$ cat config.mk
export PLATFORM = sky130hd
export DESIGN_NAME = mmbus_arbiter
export DESIGN_NICKNAME = d
export VERILOG_FILES = /design/src/rtl/mmarb_pkg.sv /design/src/rtl/mmarb_datapath.sv /design/src/rtl/mmarb_ctrl.sv /design/src/rtl/mmbus_arbiter.sv
export SDC_FILE = /design/constraint.sdc
export NUM_CORES = 1
export LEC_CHECK = 0
export ABC_AREA = 1
export BUFFER_PORTS_ARGS = -buffer_cell sky130_fd_sc_hd__buf_4
export CAP_MARGIN = 25
export CORE_AREA = 2 2 39 41
export CTS_CLUSTER_DIAMETER = 60
export DETAILED_ROUTE_END_ITERATION = 7
export DIE_AREA = 0 0 41 43
export SYNTH_ARGS = -nofsm -noshare
export SYNTH_HDL_FRONTEND = slang
export SYNTH_SLANG_ARGS = --single-unit
$ cat constraint.sdc
create_clock -name clk -period 2.3 [get_ports clk]
set_input_delay 0.345 -clock clk [delete_from_list [all_inputs] [get_ports clk]]
set_output_delay 0.345 -clock clk [all_outputs]
set_load 0.1 [all_outputs]
$ cat src/rtl/mmarb_pkg.sv
package mmarb_pkg;

  typedef enum logic [1:0] {
    ST_IDLE = 2'd0,
    ST_HOLD = 2'd1,
    ST_OWN  = 2'd2
  } arbState_e;

  typedef struct packed {
    logic want;
    logic sysIdle;
    logic longIdle;
  } arbFlags_t;

  typedef struct packed {
    logic grab;
    logic enable;
    logic drop;
    logic reqOn;
    logic reqOff;
  } arbStrobe_t;

endpackage

$ cat src/rtl/mmarb_datapath.sv
module mmarb_datapath
  import mmarb_pkg::*;
#(
  parameter int unsigned STATUS_W = 3,
  parameter int unsigned IDLE_RUN = 2
) (
  input  logic                clk,
  input  logic                init,
  input  logic                busClkEn,
  input  logic [STATUS_W-1:0] statusN,
  input  logic                resStrap,
  input  logic                sysSelect,
  input  arbStrobe_t          strobe,
  output arbFlags_t           flags,
  output logic                reqActive,
  output logic                busyOn,
  output logic                aenOn
);

  localparam logic [STATUS_W-1:0] PASSIVE = {STATUS_W{1'b1}};

  logic sysCycle;
  logic longIdle;

  assign sysCycle = (statusN != PASSIVE) && (!resStrap || sysSelect);

  generate
    if (IDLE_RUN <= 1) begin : g_noRun
      assign longIdle = !sysCycle;
    end else begin : g_run
      localparam int unsigned CNT_W = $clog2(IDLE_RUN);
      localparam logic [CNT_W-1:0] RUN_LIM = CNT_W'(IDLE_RUN - 1);
      logic [CNT_W-1:0] idleCnt;

      always_ff @(posedge clk) begin
        if (init) begin
          idleCnt <= '0;
        end else if (busClkEn) begin
          if (sysCycle) idleCnt <= '0;
          else if (idleCnt != RUN_LIM) idleCnt <= idleCnt + 1'b1;
        end
      end

      assign longIdle = !sysCycle && (idleCnt == RUN_LIM);
    end
  endgenerate

  assign flags.want     = sysCycle;
  assign flags.sysIdle  = !sysCycle;
  assign flags.longIdle = longIdle;

  always_ff @(posedge clk) begin
    if (init) begin
      reqActive <= 1'b0;
      busyOn    <= 1'b0;
      aenOn     <= 1'b0;
    end else begin
      if (strobe.reqOn)  reqActive <= 1'b1;
      if (strobe.reqOff) reqActive <= 1'b0;
      if (strobe.grab)   busyOn    <= 1'b1;
      if (strobe.enable) aenOn     <= 1'b1;
      if (strobe.drop) begin
        reqActive <= 1'b0;
        busyOn    <= 1'b0;
        aenOn     <= 1'b0;
      end
    end
  end

endmodule

$ cat src/rtl/mmarb_ctrl.sv
module mmarb_ctrl
  import mmarb_pkg::*;
(
  input  logic       clk,
  input  logic       init,
  input  logic       busClkEn,
  input  arbFlags_t  flags,
  input  logic       lockN,
  input  logic       crqLockN,
  input  logic       anyReqStrap,
  input  logic       prioInN,
  input  logic       busyInN,
  input  logic       cbrqInN,
  output arbStrobe_t strobe,
  output logic       holding
);

  arbState_e state, nextState;
  logic      yieldHigh;
  logic      yieldCommon;
  logic      surrender;

  assign yieldHigh   = prioInN && flags.sysIdle;
  assign yieldCommon = !cbrqInN && crqLockN &&
                       (anyReqStrap ? flags.sysIdle : flags.longIdle);
  assign surrender   = lockN && (yieldHigh || yieldCommon);

  always_comb begin
    strobe    = '0;
    nextState = state;
    if (busClkEn) begin
      case (state)
        ST_IDLE: begin
          if (flags.want) begin
            strobe.reqOn = 1'b1;
            if (!prioInN && busyInN) begin
              strobe.grab = 1'b1;
              nextState   = ST_HOLD;
            end
          end else begin
            strobe.reqOff = 1'b1;
          end
        end
        ST_HOLD, ST_OWN: begin
          if (surrender) begin
            strobe.drop = 1'b1;
            nextState   = ST_IDLE;
          end else if (state == ST_HOLD) begin
            strobe.enable = 1'b1;
            nextState     = ST_OWN;
          end
        end
        default: nextState = ST_IDLE;
      endcase
    end
  end

  always_ff @(posedge clk) begin
    if (init) state <= ST_IDLE;
    else      state <= nextState;
  end

  assign holding = (state != ST_IDLE);

endmodule

$ cat src/rtl/mmbus_arbiter.sv
module mmbus_arbiter
  import mmarb_pkg::*;
#(
  parameter int unsigned STATUS_W = 3,
  parameter int unsigned IDLE_RUN = 2
) (
  input  logic                clk,
  input  logic                init,
  input  logic                busClkEn,
  input  logic [STATUS_W-1:0] statusN,
  input  logic                lockN,
  input  logic                crqLockN,
  input  logic                resStrap,
  input  logic                anyReqStrap,
  input  logic                sysSelect,
  input  logic                prioInN,
  input  logic                busyInN,
  input  logic                cbrqInN,
  output logic                busReqN,
  output logic                prioOutN,
  output logic                busyOutN,
  output logic                cbrqOutN,
  output logic                addrEnN
);

  arbFlags_t  flags;
  arbStrobe_t strobe;
  logic       reqActive;
  logic       busyOn;
  logic       aenOn;
  logic       holding;

  mmarb_datapath #(.STATUS_W(STATUS_W), .IDLE_RUN(IDLE_RUN)) u_dp (
    .clk       (clk),
    .init      (init),
    .busClkEn  (busClkEn),
    .statusN   (statusN),
    .resStrap  (resStrap),
    .sysSelect (sysSelect),
    .strobe    (strobe),
    .flags     (flags),
    .reqActive (reqActive),
    .busyOn    (busyOn),
    .aenOn     (aenOn)
  );

  mmarb_ctrl u_ctrl (
    .clk         (clk),
    .init        (init),
    .busClkEn    (busClkEn),
    .flags       (flags),
    .lockN       (lockN),
    .crqLockN    (crqLockN),
    .anyReqStrap (anyReqStrap),
    .prioInN     (prioInN),
    .busyInN     (busyInN),
    .cbrqInN     (cbrqInN),
    .strobe      (strobe),
    .holding     (holding)
  );

  assign busReqN  = !reqActive;
  assign prioOutN = reqActive;
  assign busyOutN = !busyOn;
  assign addrEnN  = !aenOn;
  assign cbrqOutN = !(reqActive && !holding && prioInN);

endmodule

==> impl_results.md <==
- Non-Filler Instances: 97
- Clock latency on the worst-skew pair: 230 ps
- PwrDens: 639 nW/um^2
- WHS: 275 ps
- Ports: 19
- First-pass GRT wire length: 1.46 mm
- Crit path kind: flip-flop to output pin
- Distinct cells, synth: 15
- CTS clk-pin slew, worst paths: 40 ps
- Min-delay src: init
- Compound-Gate Fraction of Synth Area: 13.6%
- Skew final: 2.34 ps
- Status: completed
- Largest family of logic cells by synthesized area: simple AND/OR/NAND/NOR gates
- Slowest cell on the critical path: dfxtp_1
- Setup crit start: u_ctrl.state[0]
- CTS H-Tree Depth: 1
- Adder-cell share of the synthesized area: 9.29%
- Dpl hpwl: 751 um
- DRC: 0
- Worst path depth: 4
- PostCTS Resize Cnt: 0
- Pleak: 0.000298 uW
- Commonest non-fill, non-tap cell in the layout: buf_4
- DP Cell Count: 94
- Reg2reg end: u_ctrl.state[1]
- GRT Total Usage: 12.1%
- Initial DRC Count: 8
- Wirelength per Cell: 8.78 um
- Yosys Warn Count: 0
- Die height: 43 um
- CP bufs+invs: 2
- Max_slew headroom: 81.6%
- Pre-antenna DRT Iters: 4
- Initial antenna violation count: 0
- Slew Limit Fails: 0
- Share of cells above drive strength 1: 37.0%
- Rows: 14
- Area growth, synth to finish: 45.2%
- Pin count of the biggest net entering global routing: 7
- Total Power: 375 uW
- Routed via count: 437
- Cell count after synthesis: 60
- Postcts setup bufs: 0
- Fin crit period: 1640 ps
- Fin nets: 100
- Worst R2R Path Depth: 6
- CTS tree: done
- Mean Syn Cell Area: 6.74 um^2
- Clock buffer depth: 2
- Num CTS Buffers: 3
- GRT overflow: 0
- Setup tns final: 0 ps
- Yosys reg bits: 6
- Simple-gate share of the synthesized area: 32.5%
- CTS root buf: clkbuf_4
- Routability congestion estimate: 0.803
- Final setup fails: 0
- Max stage delay on crit path: 350 ps
- Critical Path End: cbrqOutN
- End-of-flow core utilization: 42.4%
- Reg-to-reg critical path startpoint: u_ctrl.state[0]
- Antenna viol nets, final: 0
- Final Cycle Share: 71.2%
- Total wire length: 852 um
- Worst EP arrival: 1290 ps
- Worst-path fanout max: 5
- Hold Crit Class: input port to flip-flop
- Crit-path leading delay family: buffers and inverters
- Vias per cell: 4.51
- Max-cap violations: 0
- R2R setup slack: 1060 ps
- Max Clk Rate: 0.611 GHz
- Worst ir drop on vdd: 304 uV
- Synthesized Nets: 77
- TritonCTS Sinks: 6
- I/O Buffers: 18
- Register area share after synthesis: 29.7%
- Core Area: 1380 um^2
- Mapped cell area: 404 um^2
- Mux cell area share after synthesis: 0%
- # diodes: 0
- CP cell instances: inv_1 -> ha_1 -> nand3_2 -> buf_4
- Die W: 41 um
- Final Hold Vio Count: 0
- Worst setup SP type: flip-flop
- Commonest non-fill, non-tap cells in the layout: buf_4 (18), inv_1 (16), nand2_1 (9)
- Slew @ Worst Pin: 279 ps
- RSZ-0062 raised after global routing: no
- Die Footprint: 1760 um^2
- Cts hold-fix bufs: 0
- Initial core utilization: 29.2%
- Setup crit end kind: output pin
- Vias in the first global route: 403
- Critical path required time: 1960 ps
- XOR/XNOR share of the synthesized area: 0%
layer usage:
layer	wire length, um	up-vias	global-route usage (%)
li1	-	230	-
met1	315	190	12.6
met2	443	17	19.7
met3	93	0	6.28
met4	0	0	4.00
met5	0	-	0
final cells by class:
| type | instances | area, um^2 |
|---|---|---|
| Tap cell | 16 | 20.0 |
| Clock buffer | 3 | 22.5 |
| Fill cell | 151 | 797 |
| Inverter | 16 | 60.1 |
| Multi-Input combinational cell | 38 | 229 |
| Sequential cell | 6 | 120 |
| Timing Repair Buffer | 18 | 135 |
sequential cells by signal (all words and copies together), names as in the netlist:
name and flops:
u_dp.busyOn 1, u_ctrl.state 2, u_dp.g_run.idleCnt 1, u_dp.reqActive 1
u_dp.aenOn 1
through the flow:
stage	setup slack (ps)	cell area, um^2
final	662	587
after global routing	562	587
after CTS	649	587
after detailed placement	911	564
after global placement	943	564
after floorplan	259	409
report_power, final:
group          internal, uW  total, uW  switching [uW]
clock network          58.6       90.0            31.4
logic                  52.5        162             109
registers               115        123            7.55
cells in the mapped netlist:
library cell / count / area (um^2)
inv_1: 16 / 60.1
nand2_1: 9 / 33.8
nand3_1: 7 / 35.0
dfxtp_1: 6 / 120
a21oi_1: 5 / 25.0
ha_1: 3 / 37.5
nand2_2: 3 / 18.8
nor2_1: 3 / 11.3
nand3_2: 2 / 20.0
a21o_1: 1 / 7.51
a21oi_2: 1 / 8.76
nand4_1: 1 / 6.26
nor2_2: 1 / 6.26
o21ai_0: 1 / 5.00
o21ai_2: 1 / 8.76
worst min-delay path by stage:
| stage | end | depth (start not counted) | slack, ps |
|---|---|---|---|
| floorplan | u_dp.g_run.idleCnt | 1 | 410 |
| global placement | u_dp.busyOn | 2 | 440 |
| detailed placement | u_dp.busyOn | 2 | 440 |
| CTS | u_dp.g_run.idleCnt | 2 | 270 |
| global route | u_dp.g_run.idleCnt | 2 | 260 |
| finish | u_dp.g_run.idleCnt | 2 | 270 |
kinds of logic after synthesis:
family          Yosys count
simple gates             26
compound gates            9
flops                     6
buf+inv                  16
fa+ha+maj                 3
No activity file was read; power rests on OpenSTA's default activity.
